[src/rtl/tpoll_pkg.sv]
package tpoll_pkg;

  typedef enum logic [2:0] {
    ST_IDLE  = 3'd0,
    ST_FIRST = 3'd1,
    ST_POLL  = 3'd2,
    ST_CONF1 = 3'd3,
    ST_CONF2 = 3'd4,
    ST_RSTWR = 3'd5
  } poll_state_t;

  localparam int unsigned TOGGLE_BIT = 6;
  localparam int unsigned LIMIT_BIT  = 5;

  // Bit 6 differs between two samples: the embedded operation is still running.
  function automatic logic has_toggled(input logic prev6, input logic now6);
    return prev6 ^ now6;
  endfunction

  // Width of a read counter able to hold values up to max_val.
  function automatic int unsigned cnt_width(input int unsigned max_val);
    return (max_val < 2) ? 1 : $clog2(max_val + 1);
  endfunction

endpackage

[src/rtl/tpoll_req.sv]
module tpoll_req #(
  parameter int unsigned AW      = 22,
  parameter int unsigned DW      = 16,
  parameter logic [DW-1:0] RST_CMD = 'hF0
) (
  input  logic          clk,
  input  logic          rst_n,
  input  logic          start_accept,
  input  logic [AW-1:0] bank_addr_i,
  input  logic          want_rd,
  input  logic          want_wr,
  input  logic          req_ack,
  input  logic [DW-1:0] rsp_rdata,
  output logic          req_valid,
  output logic          req_write,
  output logic [AW-1:0] req_addr,
  output logic [DW-1:0] req_wdata,
  output logic          rd_fire,
  output logic          wr_fire,
  output logic          smp_dq5,
  output logic          smp_dq6
);
  import tpoll_pkg::*;

  logic [AW-1:0] addr_q;
  logic          unused_rdata_bits;

  always_ff @(posedge clk or negedge rst_n) begin
    if (!rst_n)            addr_q <= '0;
    else if (start_accept) addr_q <= bank_addr_i;
  end

  assign req_valid = want_rd | want_wr;
  assign req_write = want_wr;
  assign req_addr  = addr_q;
  assign req_wdata = want_wr ? RST_CMD : '0;

  assign rd_fire = want_rd & req_ack;
  assign wr_fire = want_wr & req_ack;
  assign smp_dq5 = rsp_rdata[LIMIT_BIT];
  assign smp_dq6 = rsp_rdata[TOGGLE_BIT];
  assign unused_rdata_bits = ^rsp_rdata;

  // a pending request holds its attributes until acknowledged
  a_r8_req_hold: assert property (@(posedge clk) disable iff (!rst_n)
    (req_valid && !req_ack) |=> (req_valid && $stable(req_write)
                                 && $stable(req_addr) && $stable(req_wdata)));

  // the address never moves while a request is outstanding
  a_r2_addr_stable: assert property (@(posedge clk) disable iff (!rst_n)
    (req_valid && !start_accept) |=> $stable(req_addr));

endmodule

[src/rtl/tpoll_rdcount.sv]
module tpoll_rdcount #(
  parameter int unsigned MAX_READS = 1024
) (
  input  logic clk,
  input  logic rst_n,
  input  logic clr,
  input  logic inc,
  output logic limit_hit
);
  import tpoll_pkg::*;

  localparam int unsigned CW = cnt_width(MAX_READS + 2);
  localparam logic [CW-1:0] LAST  = CW'(MAX_READS - 1);
  localparam logic [CW-1:0] CEIL  = CW'(MAX_READS + 2);

  logic [CW-1:0] cnt_q;

  always_ff @(posedge clk or negedge rst_n) begin
    if (!rst_n)                      cnt_q <= '0;
    else if (clr)                    cnt_q <= '0;
    else if (inc && cnt_q != CEIL)   cnt_q <= cnt_q + 1'b1;
  end

  // The acknowledged read is number MAX_READS of the run.
  assign limit_hit = (cnt_q >= LAST);

  // the confirmation reads can run past the limit by at most two
  a_r7_count_bound: assert property (@(posedge clk) disable iff (!rst_n)
    cnt_q <= CEIL);

endmodule

[src/rtl/tpoll_fsm.sv]
module tpoll_fsm (
  input  logic clk,
  input  logic rst_n,
  input  logic start,
  input  logic rd_fire,
  input  logic wr_fire,
  input  logic smp_dq5,
  input  logic smp_dq6,
  input  logic limit_hit,
  output logic start_accept,
  output logic want_rd,
  output logic want_wr,
  output logic busy,
  output logic done,
  output logic fail
);
  import tpoll_pkg::*;

  poll_state_t st_q, st_d;
  logic ref6_q, ref6_d;
  logic done_q, done_d, fail_q, fail_d;
  logic tog;

  assign tog          = has_toggled(ref6_q, smp_dq6);
  assign start_accept = start && (st_q == ST_IDLE);

  always_comb begin
    st_d   = st_q;
    ref6_d = ref6_q;
    done_d = 1'b0;
    fail_d = 1'b0;
    unique case (st_q)
      ST_IDLE:  if (start) st_d = ST_FIRST;
      ST_FIRST: if (rd_fire) begin
        ref6_d = smp_dq6;
        st_d   = ST_POLL;
      end
      ST_POLL: if (rd_fire) begin
        ref6_d = smp_dq6;
        if (!tog) begin
          st_d   = ST_IDLE;
          done_d = 1'b1;
        end else if (smp_dq5) begin
          st_d = ST_CONF1;
        end else if (limit_hit) begin
          st_d = ST_RSTWR;
        end
      end
      ST_CONF1: if (rd_fire) begin
        ref6_d = smp_dq6;
        st_d   = ST_CONF2;
      end
      ST_CONF2: if (rd_fire) begin
        ref6_d = smp_dq6;
        if (tog) begin
          st_d = ST_RSTWR;
        end else begin
          st_d   = ST_IDLE;
          done_d = 1'b1;
        end
      end
      ST_RSTWR: if (wr_fire) begin
        st_d   = ST_IDLE;
        fail_d = 1'b1;
      end
      default: st_d = ST_IDLE;
    endcase
  end

  always_ff @(posedge clk or negedge rst_n) begin
    if (!rst_n) begin
      st_q   <= ST_IDLE;
      ref6_q <= 1'b0;
      done_q <= 1'b0;
      fail_q <= 1'b0;
    end else begin
      st_q   <= st_d;
      ref6_q <= ref6_d;
      done_q <= done_d;
      fail_q <= fail_d;
    end
  end

  assign want_rd = (st_q == ST_FIRST) || (st_q == ST_POLL)
                || (st_q == ST_CONF1) || (st_q == ST_CONF2);
  assign want_wr = (st_q == ST_RSTWR);
  assign busy    = (st_q != ST_IDLE);
  assign done    = done_q;
  assign fail    = fail_q;

  // pulses are exclusive, single cycle, and coincide with idle
  a_r9_exclusive: assert property (@(posedge clk) disable iff (!rst_n)
    !(done && fail));
  a_r9_done_pulse: assert property (@(posedge clk) disable iff (!rst_n)
    done |=> !done);
  a_r9_fail_pulse: assert property (@(posedge clk) disable iff (!rst_n)
    fail |=> !fail);
  a_r9_idle_on_end: assert property (@(posedge clk) disable iff (!rst_n)
    (done || fail) |-> !busy);
  // failure is reported only after the reset write was accepted
  a_r6_fail_after_write: assert property (@(posedge clk) disable iff (!rst_n)
    fail |-> $past(wr_fire));
  // success always follows an accepted read
  a_r3_done_after_read: assert property (@(posedge clk) disable iff (!rst_n)
    done |-> $past(rd_fire));
  // never read and write in the same request
  a_r8_one_kind: assert property (@(posedge clk) disable iff (!rst_n)
    !(want_rd && want_wr));

endmodule

[src/rtl/toggle_poll_ctrl.sv]
module toggle_poll_ctrl #(
  parameter int unsigned AW        = 22,
  parameter int unsigned DW        = 16,
  parameter int unsigned MAX_READS = 1024,
  parameter logic [DW-1:0] RST_CMD = 'hF0
) (
  input  logic          clk,
  input  logic          rst_n,
  input  logic          start,
  input  logic [AW-1:0] bank_addr,
  output logic          busy,
  output logic          done,
  output logic          fail,
  output logic          req_valid,
  output logic          req_write,
  output logic [AW-1:0] req_addr,
  output logic [DW-1:0] req_wdata,
  input  logic          req_ack,
  input  logic [DW-1:0] rsp_rdata
);

  logic start_accept, want_rd, want_wr;
  logic rd_fire, wr_fire, smp_dq5, smp_dq6, limit_hit;

  tpoll_fsm u_fsm (
    .clk         (clk),
    .rst_n       (rst_n),
    .start       (start),
    .rd_fire     (rd_fire),
    .wr_fire     (wr_fire),
    .smp_dq5     (smp_dq5),
    .smp_dq6     (smp_dq6),
    .limit_hit   (limit_hit),
    .start_accept(start_accept),
    .want_rd     (want_rd),
    .want_wr     (want_wr),
    .busy        (busy),
    .done        (done),
    .fail        (fail)
  );

  tpoll_req #(.AW(AW), .DW(DW), .RST_CMD(RST_CMD)) u_req (
    .clk         (clk),
    .rst_n       (rst_n),
    .start_accept(start_accept),
    .bank_addr_i (bank_addr),
    .want_rd     (want_rd),
    .want_wr     (want_wr),
    .req_ack     (req_ack),
    .rsp_rdata   (rsp_rdata),
    .req_valid   (req_valid),
    .req_write   (req_write),
    .req_addr    (req_addr),
    .req_wdata   (req_wdata),
    .rd_fire     (rd_fire),
    .wr_fire     (wr_fire),
    .smp_dq5     (smp_dq5),
    .smp_dq6     (smp_dq6)
  );

  tpoll_rdcount #(.MAX_READS(MAX_READS)) u_cnt (
    .clk      (clk),
    .rst_n    (rst_n),
    .clr      (start_accept),
    .inc      (rd_fire),
    .limit_hit(limit_hit)
  );

  // nothing is requested while idle
  a_r1_idle_quiet: assert property (@(posedge clk) disable iff (!rst_n)
    !busy |-> !req_valid);

endmodule

[config.mk]
export PLATFORM = sky130hd
export DESIGN_NAME = toggle_poll_ctrl
export DESIGN_NICKNAME = d
export VERILOG_FILES = /design/src/rtl/tpoll_pkg.sv /design/src/rtl/tpoll_req.sv /design/src/rtl/tpoll_rdcount.sv /design/src/rtl/tpoll_fsm.sv /design/src/rtl/toggle_poll_ctrl.sv
export SDC_FILE = /design/constraint.sdc
export NUM_CORES = 1
export LEC_CHECK = 0
export BUFFER_PORTS_ARGS = -buffer_cell sky130_fd_sc_hd__buf_2
export CORE_ASPECT_RATIO = 1.1
export CORE_MARGIN = 10
export CORE_UTILIZATION = 40
export DETAILED_ROUTE_END_ITERATION = 10
export GPL_ROUTABILITY_DRIVEN = 0
export PLACE_DENSITY = 0.69
export SETUP_SLACK_MARGIN = 0.1
export SLEW_MARGIN = 15
export SYNTH_ARGS = -nofsm -noshare
export SYNTH_HDL_FRONTEND = slang
export SYNTH_SLANG_ARGS = --single-unit
[constraint.sdc]
create_clock -name clk -period 2.3 [get_ports clk]
set_input_delay 0.23 -clock clk [delete_from_list [all_inputs] [get_ports clk]]
set_output_delay 0.23 -clock clk [all_outputs]
set_load 0.02 [all_outputs]
Word-level counts from Yosys, hierarchy flattened
Cells that the tools add are included.

cells by class
  $add $sub $neg = 1
  magnitude comparators = 1
  equality and inequality tests = 13
  muxes and demuxes = 19
  bitwise gates (word level) = 4
  reductions and logical operators = 12

operators with widths
  cell                                                                  number
  2-to-1 mux 3 bit                                                      10
  2-to-1 mux 11 bit                                                     2
  case mux 3 bit (6 select lines)                                       1
  adder 11 x 1 -> 11 bit (second input constant)                        1
  greater-or-equal comparator 11 x 10 -> 1 bit (second input constant)  1
  != test 11 bit (second input constant)                                1
  2-to-1 mux 8 bit                                                      1
  != test 2 x 1 -> 1 bit (second input constant)                        4
  AND reduction 7 bit                                                   1
  equality test 3 x 2 -> 1 bit (second input constant)                  2
  equality test 3 bit (second input constant)                           2
  2-to-1 mux 1 bit                                                      5
  != test 2 bit (second input constant)                                 2
  != test 4 bit (second input constant)                                 1
  OR reduction 4 bit                                                    1
  equality test 3 x 1 -> 1 bit (second input constant)                  1
  zero test 3 bit                                                       1
  logical OR 1 bit                                                      3
  nonzero test 3 bit                                                    1
  AND 1 bit                                                             2
  logical AND 1 bit                                                     2
  AND reduction 2 bit                                                   1
  nonzero test 2 bit                                                    1
  OR reduction 2 bit                                                    1
  other kinds (2)                                                       2

word-level totals
  register bits after elaboration = 39
  input bits = 42
  output and inout port bits = 43
  word-level logic and storage cells = 56

Depth between registers and ports, before layout
Gate-level depths: netlist (run 1).

  depth after elaboration = 8
  mapped depth = 7
  gate-level depth less buffers = 5

Cells and area by module
From an unflattened synthesis (run 1), not the netlist that was laid out.

second synthesis, totals
  cell total of the unflattened synthesis = 183
  area total of the unflattened synthesis = 2073.2 µm²

modules (own cells, without submodules)
  module         instances  cells each  area each (µm²)  sequential area each (µm²)
  tpoll_req      1          69          985.9            550.5
  tpoll_rdcount  1          70          656.9            275.3
  tpoll_fsm      1          44          430.4            150.1

Worst setup path before layout (run 1)
Ideal clock, no wire load.

  path kind = reg2reg
  from = register u_fsm.st_q[1]
  to = register u_cnt.cnt_q[8]
  setup time = 0.066 ns
  arrival time = 1.700 ns
  required time = 2.234 ns
  path slack = 0.534 ns
  cell stages (with the launch flop) = 5
  path buffers = 0
  clock period less this slack = 1.766 ns
  path through = dfrtp_1 > or3b_4 > a2111o_1 > or4_1 > nand2_1

between the ends
  cells in the longest elaborated chain, start to end = 7
  elaborated cells on any way between the ends = 13
  those cells by class = eq/ne (4); mux (1); bitwise (1); reduce/logical (7)

RTL lines
  element                                                                       RTL line             source
  from (decl)                                                                   tpoll_fsm.sv:19      poll_state_t st_q, st_d;
  from (signal assigned)                                                        tpoll_fsm.sv:77      st_q <= st_d;
  equality test 3 x 1 -> 1 bit or equality test 3 x 2 -> 1 bit (tied branches)  tpoll_fsm.sv:84      assign want_rd = (st_q == ST_FIRST) || (st_q == ST_POLL)
  logical OR 1 bit                                                              tpoll_fsm.sv:84
  logical OR 1 bit (2 in a row)                                                 tpoll_fsm.sv:85      || (st_q == ST_CONF1) || (st_q == ST_CONF2);
  AND 1 bit                                                                     tpoll_req.sv:38      assign rd_fire = want_rd & req_ack;
  logical AND 1 bit                                                             tpoll_rdcount.sv:21  else if (inc && cnt_q != CEIL) cnt_q <= cnt_q + 1'b1;
  nonzero test 2 bit (no source line)                                           -
  to (signal assigned)                                                          tpoll_rdcount.sv:21
  to (decl)                                                                     tpoll_rdcount.sv:16  logic [CW-1:0] cnt_q;

Parallel ways exist; a longest one is shown, timed or not.
A chain may end at the register's enable or synchronous reset.

Worst setup path after layout (run 1)
Ends and elaborated chain as after synthesis.

==> flow_metrics.tcl, run 1 <==
set metrics [dict create \
    status "finished clean" \
    routed_wl_mm 4.35 \
    whs_ns 0.0374 \
    dp_hpwl_mm 3.31 \
    io_buffer_count 58 \
    max_freq_mhz 542 \
    pwr-share-comb_pct 44.8 \
    p_sw_share_pct 40.7 \
    numCtsBuffers 5 \
    relSlewSlack_pct 44.0 \
    required_ns 2.53 \
    synth_seq_cells 39 \
    r2r-start "u_fsm.st_q[1]" \
    start_util_pct 41.4 \
    rsz0062_at_grt "no" \
    rr_endpoint "u_cnt.cnt_q[8]" \
    seq_area_frac_synth_pct 50.4 \
    wire_per_inst_um 13.0 \
    endpoint_kind "flip-flop" \
    drc 0 \
    worstRegToRegCells 4 \
    timing.critical_path.buf_inv 0 \
    synthToLayoutAreaGrowth_pct 22.1 \
    r2r_slack_ns 0.45 \
    instances_no_fill 334 \
    cts_setup_buffers 0 \
    total_power_mw 3.18 \
    clkLatencyLatePin_ns 0.29 \
    gr-total-overflow 0 \
    fin_tns_setup_ns 0 \
    seqPwrFrac_pct 34.1 \
    routed_via_density 4.76 \
    final_util_pct 50.5 \
    grt_pass1_wl_mm 7.17 \
    finalHoldViolations 0 \
    numClockSinks 39 \
    n_antenna_cell 0 \
    row_count 26 \
    vias 1591 \
    net-switching-power_mw 1.29 \
    cts_tree "done" \
    slowest_stage "a2111o_1" \
    fin_skew_ns 0.00535 \
    period_share_pct 80.3 \
    syn_avg_cell_area_sq_um 8.85 \
    cp_top_family "simple AND/OR/NAND/NOR gates" \
    drive_gt1_share_pct 27.7 \
    fp.dieH_um 93.0 \
    final_area_sq_um 2370 \
    min_period_ns 1.85 \
    p_int_mw 1.89 \
    worstMarginPinSlew_ns 0.840 \
    cp_slowest_stage_delay_ns 0.49 \
    grt_use_total_pct 10.6 \
    synthCells 219 \
    final_nets 321 \
    yosys_warnings 0 \
    syn-cell-area_sq_um 1940 \
    core_sq_um 4680 \
    ys.flop_type "dfrtp_1" \
    pre_cts_ws_ns 0.458 \
    synth_most_common_cell "nand2_1" \
    clockBufferDepth 2 \
    drt_iter0_drc 57 \
    setup_ws_ns 0.454 \
    cp_cell_sequence "or3b_4 > a2111o_1 > or4_1 > nand2_1" \
    setup_viol 0 \
    htreeDepth 2 \
    path_class "reg -> reg" \
    cts_hold_buf 0 \
    dpl_cell_area_sq_um 2230 \
    path_clk_slew_ns 0.08 \
    postRouteAntennaNets 0 \
    startpoint_type "flip-flop" \
    die_x_um 86.4 \
    hp-class "in -> async" \
    ys_top_cells_by_count "80 x nand2_1, 39 x dfrtp_1, 16 x buf_4" \
    synth_edf_count 0 \
    die-area_sq_um 8030 \
    antenna_found_initial 0 \
    leakagePower_nw 1.32 \
    async_reset_ff_share_pct 100 \
    io_pins 85 \
    pwr-share-clk_pct 21.2 \
    yosys-top-cells-area "dfrtp_1 50%, nand2_1 15%, buf_4 6.2%" \
    netlist.top_cell.by_area "dfrtp_1" \
    cp.arrival_ns 2.07 \
    drtPass1Iterations 4 \
    drv_cap 0 \
    cp_max_fo 5 \
    cts_root_buf "clkbuf_8" \
    synth_top_cell_area_share_pct 50.4 \
    grt_pass1_vias 1608 \
    ir_worst_vdd_mv 0.682 \
    place_inst 326 \
    ys_types 35 \
    powerDensity_nw_per_um2 1340 \
    report.final.slew_viol_count 0 \
    grt_max_degree 40 \
    cts_resized 0 \
]
==> sequential cells by signal, indices dropped and copies added, names as in the netlist <==
| signal | flops |
|---|---|
| u_fsm.ref6_q | 1 |
| u_fsm.done | 1 |
| u_fsm.st_q | 3 |
| u_cnt.cnt_q | 11 |
| u_req.req_addr | 22 |
| u_fsm.fail | 1 |
==> final cells by class <==
| class | count | area, sq um |
|---|---|---|
| Tap cell | 56 | 70.1 |
| Inverter | 4 | 15.0 |
| Fill cell | 453 | 2320 |
| Clock inverter | 2 | 60.1 |
| Timing Repair Buffer | 65 | 343 |
| Sequential cell | 39 | 976 |
| Clock buffer | 6 | 72.6 |
| Multi-Input combinational cell | 162 | 830 |
==> power by group through the flow <==
stage	registers, mW	clock network [mW]	logic (mW)
6_report	1.08	0.673	1.42
5_1_grt	1.12	0.717	1.60
4_1_cts	1.08	0.688	1.46
3_5_place_dp	1.09	0	1.46
3_3_place_gp	1.08	0	1.43
2_1_floorplan	1.32	0	0.767
==> per-layer routing <==
metal  vias to the layer above  routed length (um)  track usage, %
met5                         -                   0               0
met4                         0                  29            2.03
met3                         3                 566            6.34
met2                        60                1960            16.7
met1                       723                1800            12.3
li1                        805                   -               -
==> cells by family (layout without fill, tap and decap cells) <==
logic type,after synthesis,after routing,synth area share (%)
mux,9,9,4.78
compound gates,16,16,5.62
other cells,1,12,0.193
buf+inv,29,77,8.97
simple gates,119,119,26.9
xor+xnor,3,3,1.36
flops,39,39,50.4
fa+ha+maj,3,3,1.81
==> how the worst max path moves through the flow <==
stage | from | end | cells past startpoint
finish | u_fsm.st_q[1] | u_cnt.cnt_q[8] | 4
global route | u_fsm.st_q[1] | u_fsm.st_q[0] | 5
CTS | u_fsm.st_q[1] | u_cnt.cnt_q[8] | 4
detailed placement | u_fsm.st_q[1] | u_cnt.cnt_q[8] | 4
global placement | u_fsm.st_q[1] | u_cnt.cnt_q[8] | 4
floorplan | u_fsm.st_q[1] | u_cnt.cnt_q[8] | 4
==> placed cells by master, fill, tap and decap left out, drive strengths merged, types with 3 or more instances in the layout <==
master	count
nand2	80
buf	65
dfrtp	39
conb	12
nor2	10
nand3	7
mux2i	7
clkbuf	6
inv	4
o21ai	4
and3	3
nand4	3
nor4	3
No activity file was read; power rests on OpenSTA's default activity.
==> run 2, diff against run 1 <==
--- a/config.mk
+++ b/config.mk
@@ -5,13 +5,14 @@
 export SDC_FILE = /design/constraint.sdc
 export NUM_CORES = 1
 export LEC_CHECK = 0
+export ABC_AREA = 1
 export BUFFER_PORTS_ARGS = -buffer_cell sky130_fd_sc_hd__buf_2
 export CORE_ASPECT_RATIO = 1.1
 export CORE_MARGIN = 10
 export CORE_UTILIZATION = 40
 export DETAILED_ROUTE_END_ITERATION = 10
 export GPL_ROUTABILITY_DRIVEN = 0
-export PLACE_DENSITY = 0.69
+export PLACE_DENSITY = 0.71
 export SETUP_SLACK_MARGIN = 0.1
 export SLEW_MARGIN = 15
 export SYNTH_ARGS = -nofsm -noshare
==> constraint.sdc (replaced) <==
create_clock -name clk -period 1.6 [get_ports clk]
set_input_delay 0.16 -clock clk [delete_from_list [all_inputs] [get_ports clk]]
set_output_delay 0.16 -clock clk [all_outputs]
set_load 0.02 [all_outputs]
==> flow_metrics.tcl, run 2 <==
set metrics [dict create \
    synth_edf_count 0 \
    min_path_cells 3 \
    htreeDepth 2 \
    largest_reg_flops 22 \
    start_util_pct 41.4 \
    synth_seq_cells 39 \
    synth.mux.area_fraction_pct 0 \
    min_from "bank_addr[17]" \
    cp_slowest_stage_delay_ns 0.47 \
    final_util_pct 54.7 \
    n_antenna_cell 0 \
    io_buffer_count 58 \
    fin_tns_setup_ns 0 \
    core_sq_um 5000 \
    numCtsBuffers 5 \
    cts_root_buf "clkbuf_8" \
    worstRegToRegCells 9 \
    hp-class "in -> reg" \
    synthXorXnorAreaFrac_pct 1.69 \
    drive_gt1_share_pct 32.9 \
    die-area_sq_um 8450 \
    die_x_um 88.6 \
    finalHoldViolations 0 \
    report.final.slew_viol_count 0 \
    routed_wl_mm 5.33 \
    vias 1942 \
    antenna_found_initial 0 \
    grt_pass1_wl_mm 8.71 \
    postRouteAntennaNets 0 \
    seq_area_frac_synth_pct 47.2 \
    min_period_ns 1.53 \
    ys_top_cells_by_count "121 x nand2_1, 39 x dfrtp_1, 19 x inv_1, 19 x nand3_1, 16 x buf_4" \
    clkLatencyLatePin_ns 0.29 \
    grt_pass1_vias 1927 \
    met2_usage_pct 20.7 \
    ir_worst_vdd_mv 0.901 \
    instances_no_fill 411 \
    fp.dieH_um 95.4 \
    ys.flop_type "dfrtp_1" \
    routed_via_density 4.73 \
    netlist.top_cell.by_area "dfrtp_1" \
    dp_hpwl_mm 3.66 \
    row_count 27 \
    leakagePower_nw 1.52 \
    io_pins 85 \
    grt_max_degree 40 \
    fin_skew_ns 0.00296 \
    yosys_warnings 0 \
    drv_cap 0 \
    final_nets 397 \
    powerDensity_nw_per_um2 1860 \
    clockBufferDepth 2 \
    r2r_slack_ns 0.09 \
    synthCells 269 \
    synth_fa_ha_area_share_pct 1.21 \
    gr-usage-met3_pct 5.12 \
    drt_iter0_drc 88 \
    gr-total-overflow 0 \
    yosys-top-cells-area "dfrtp_1 47%, nand2_1 22%, buf_4 5.8%" \
    syn_avg_cell_area_sq_um 7.69 \
    drtPass1Iterations 4 \
    period_share_pct 95.5 \
    endpoint_kind "output pin" \
    async_reset_ff_share_pct 100 \
    final_cell_mix "121 x nand2_1, 56 x buf_2, 35 x dfrtp_1" \
    path_clk_slew_ns 0.08 \
    setup_viol 0 \
    grt_use_total_pct 12.7 \
    holdPathEnd "u_req.req_addr[17]" \
    cp_cell_sequence "buf_6 > nand3_2 > o21ai_1 > inv_1 > o211ai_1 > buf_4" \
    synth_most_common_cell "nand2_1" \
    startpoint_type "flip-flop" \
    syn-cell-area_sq_um 2070 \
    ys_types 25 \
    cts_tree "done" \
    rsz0062_at_grt "yes" \
    rr_endpoint "u_cnt.cnt_q[1]" \
    gr-max-usage-layer "met2" \
    synth-simple-area-share_pct 35.8 \
    cp.arrival_ns 1.37 \
    max_freq_mhz 654 \
    place_inst 385 \
    cp_max_fo 4 \
    synth_compound_area_share_pct 2.30 \
    synthToLayoutAreaGrowth_pct 32.2 \
    synth_top_cell_area_share_pct 47.2 \
    layout_commonest_cell "nand2_1" \
    slowest_stage "dfrtp_2" \
    wire_per_inst_um 13.0 \
    drc 0 \
    status "finished clean" \
    required_ns 1.44 \
    numClockSinks 39 \
    r2r-start "u_fsm.st_q[1]" \
    synth_top_family_by_area "simple AND/OR/NAND/NOR gates" \
    met1_usage_pct 14.8 \
    path_class "reg -> out" \
]
==> run 2: cell count changes in the layout (fill, tap and decap cells not counted), moves of 5 or more <==
cell	change
nand4_1	+5
nand2_1	+41
nand3_1	+11
buf_4	+19
mux2i_1	-7
inv_1	+12
==> run 2: power by group <==
part | switching, mW | internal, mW
Clock | 0.348 | 0.456
Sequential | 0.225 | 1.35
Combinational | 1.64 | 1.06
Total | 2.22 | 2.87
==> run 2: worst max path at each step <==
stage | slack (ns) | endpoint | start
2_1_floorplan | 0.12 | req_valid | u_fsm.st_q[2]
3_3_place_gp | 0.11 | u_cnt.cnt_q[9] | u_cnt.cnt_q[0]
3_5_place_dp | 0.09 | u_cnt.cnt_q[1] | u_cnt.cnt_q[0]
4_1_cts | 0.07 | u_cnt.cnt_q[1] | u_cnt.cnt_q[0]
5_1_grt | -0.02 | req_valid | u_fsm.st_q[1]
6_report | 0.07 | req_valid | u_fsm.st_q[1]
==> run 2: cells by family after synthesis <==
group	after synthesis
AOI/OAI and AO/OA	8
other	1
and+or+nand+nor	172
buffers and inverters	43
adders and majority gates	2
xor gates and xnor gates	4
DFF	39
==> run 2: worst max-delay path, delay by kind of cell, from the launching register on <==
family | cells | cell delay, ns
buffers and inverters | 3 | 0.38
and+or+nand+nor | 1 | 0.08
AOI/OAI and AO/OA | 2 | 0.15
DFF | 1 | 0.47
==> run 2: through the flow <==
step | hold WS (ns) | area [sq um] | power [mW] | setup WS, ns
floorplan | -0.136 | 2120 | 3.12 | 0.123
global placement | 0.254 | 2410 | 3.81 | 0.108
detailed placement | 0.255 | 2410 | 3.85 | 0.0899
CTS | 0.0460 | 2610 | 4.91 | 0.0728
global route | 0.0493 | 2740 | 5.50 | -0.0226
finish | 0.0534 | 2740 | 5.08 | 0.0720
==> run 2: layer usage <==
metal  vias to the layer above  wire [um]
met5                         -          0
met4                         0         56
li1                        980          -
met2                        68       2530
met1                       888       2330
met3                         6        419
==> run 2: layout make-up <==
cell class              count  area (sq um)
multi-input cells         199           943
fillers                   456          2260
repair buffers             87           552
well taps                  58          72.6
clock buffers               5          68.8
clock inverters             2          37.5
flip-flops and latches     39           981
inverters                  21          81.3
==> run 2: repair_timing <==
item / CTS / global route
hold buffers: 1 / 0
cloned: 0 / 1
pin swaps: 1 / 14
endpoints found under the hold margin: 39 / 0
resized for setup: 7 / 16
setup endpoints to repair: 15 / 38
buffers inserted: 9 / 10
==> run 3, diff against run 2 <==
==> constraint.sdc (replaced) <==
create_clock -name clk -period 1.3 [get_ports clk]
set_input_delay 0.13 -clock clk [delete_from_list [all_inputs] [get_ports clk]]
set_output_delay 0.13 -clock clk [all_outputs]
set_load 0.02 [all_outputs]
==> flow_metrics.tcl, run 3 (synthesis results as in run 2) <==
set metrics [dict create \
    drv_cap 0 \
    grt_use_total_pct 14.2 \
    layout_commonest_cell "nand2_1" \
    start_util_pct 41.4 \
    die-area_sq_um 8450 \
    required_ns 1.17 \
    io_buffer_count 58 \
    drt_iter0_drc 75 \
    grt_max_degree 40 \
    leakagePower_nw 1.70 \
    final_nets 421 \
    r2r_slack_ns -0.20 \
    largest_reg_flops 22 \
    numCtsBuffers 5 \
    cts_tree "done" \
    hp-class "in -> reg" \
    violations "setup timing" \
    max_freq_mhz 654 \
    n_antenna_cell 0 \
    cp.arrival_ns 1.40 \
    period_share_pct 118 \
    clkLatencyLatePin_ns 0.30 \
    path_clk_slew_ns 0.08 \
    core_sq_um 5000 \
    dp_hpwl_mm 4.03 \
    ir_worst_vdd_mv 1.40 \
    row_count 27 \
    rr_endpoint "u_cnt.cnt_q[1]" \
    die_x_um 88.6 \
    grt_pass1_wl_mm 9.70 \
    routed_via_density 4.64 \
    fin_skew_ns 0.00234 \
    fp.dieH_um 95.4 \
    startpoint_type "flip-flop" \
    wire_per_inst_um 13.9 \
    drc 0 \
    setup.worst_path.end "req_valid" \
    report.final.slew_viol_count 0 \
    finalHoldViolations 0 \
    vias 2021 \
    antenna_found_initial 0 \
    htreeDepth 2 \
    setup_ws_ns -0.229 \
    total_power_mw 7.02 \
    final_cell_mix "114 x nand2_1, 51 x buf_2, 38 x buf_4, 38 x dfrtp_1, 18 x nand3_1" \
    io_pins 85 \
    grt_pass1_vias 2207 \
    cp_max_fo 3 \
    drtPass1Iterations 4 \
    cts_root_buf "clkbuf_8" \
    numClockSinks 39 \
    clockBufferDepth 2 \
    endpoint_kind "output pin" \
    critPathLaunch "u_fsm.st_q[0]" \
    rsz0062_at_grt "yes" \
    worstRegToRegCells 8 \
    gr-total-overflow 0 \
    powerDensity_nw_per_um2 2240 \
    status "complete, but fails checks" \
    pre_cts_ws_ns -0.103 \
    synthToLayoutAreaGrowth_pct 51.4 \
    postRouteAntennaNets 0 \
    path_class "reg -> out" \
    routed_wl_mm 6.07 \
    setup_viol 43 \
    min_period_ns 1.53 \
    drive_gt1_share_pct 39.9 \
    r2r-start "u_cnt.cnt_q[3]" \
]
## run 3: cell types whose count changed in the layout (fill, tap and decap cells not counted), moves of 3 or more
cell     before  now
nand2_2       0    7
dfrtp_2       4    1
buf_4        26   38
buf_6         1   12
buf_12        2    5
buf_2        56   51
nor2_2        4    0
nor2_4        4    7
nand2_1     121  114
dfrtp_1      35   38
## run 3: per-layer routing
layer	global-route usage [%]	share of wire [%]	vias to the layer above
met3	5.12	6.4	7
met1	15.8	42	933
met5	0	0	-
li1	-	-	1027
met2	23.9	50	54
met4	6.47	1.4	0
## run 3: stage by stage
stage	setup TNS (ns)	cell area, sq um	utilization, %	instances	hold WS [ns]
final	-4.16	3130	62.7	436	0.0136
after floorplan	-0.00252	2130	-	280	-0.166
after global routing	-7.08	3130	62.7	436	0.0140
after detailed placement	-1.17	2650	53.0	411	0.118
after CTS	-3.00	2970	59.3	431	0.00799
after global placement	-0.974	2650	53.0	411	0.116
## run 3: layout make-up
cell class / instances / area, sq um
well taps: 58 / 72.6
clock inverters: 3 / 20.0
flip-flops and latches: 39 / 977
inverters: 21 / 97.6
clock buffers: 5 / 68.8
multi-input cells: 199 / 1030
fillers: 430 / 1870
repair buffers: 111 / 866
## run 3: worst min-delay path by stage
stage / slack [ns] / startpoint / cells after the start / to
2_1_floorplan: -0.17 / rst_n / 0 / u_cnt.cnt_q[0]
3_3_place_gp: 0.12 / rst_n / 2 / u_fsm.done
3_5_place_dp: 0.12 / rst_n / 2 / u_fsm.done
4_1_cts: 0.008 / bank_addr[11] / 3 / u_req.req_addr[11]
5_1_grt: 0.01 / bank_addr[8] / 3 / u_req.req_addr[8]
6_report: 0.01 / bank_addr[3] / 3 / u_req.req_addr[3]
## run 3: report_power, final
part	switching, mW	leakage [nW]	internal [mW]
combinational	2.34	1.15	1.88
clock	0.474	0.0402	0.374
sequential	0.289	0.501	1.65
## run 3: critical path: stages, from the launching register on
cell and delay (ns):
dfrtp_1 0.44, inv_2 0.12, nand2_2 0.08, o21ai_2 0.15, inv_2 0.06, o211ai_1 0.08
buf_4 0.17
## run 3: repair_timing
item / 4_1_cts / 5_1_grt
endpoints found under the hold margin: 39 / 0
hold buffers: 1 / 0
cloned: 1 / 3
pin swaps: 12 / 22
setup endpoints to repair: 31 / 45
resized for setup: 40 / 24
buffers inserted: 10 / 4
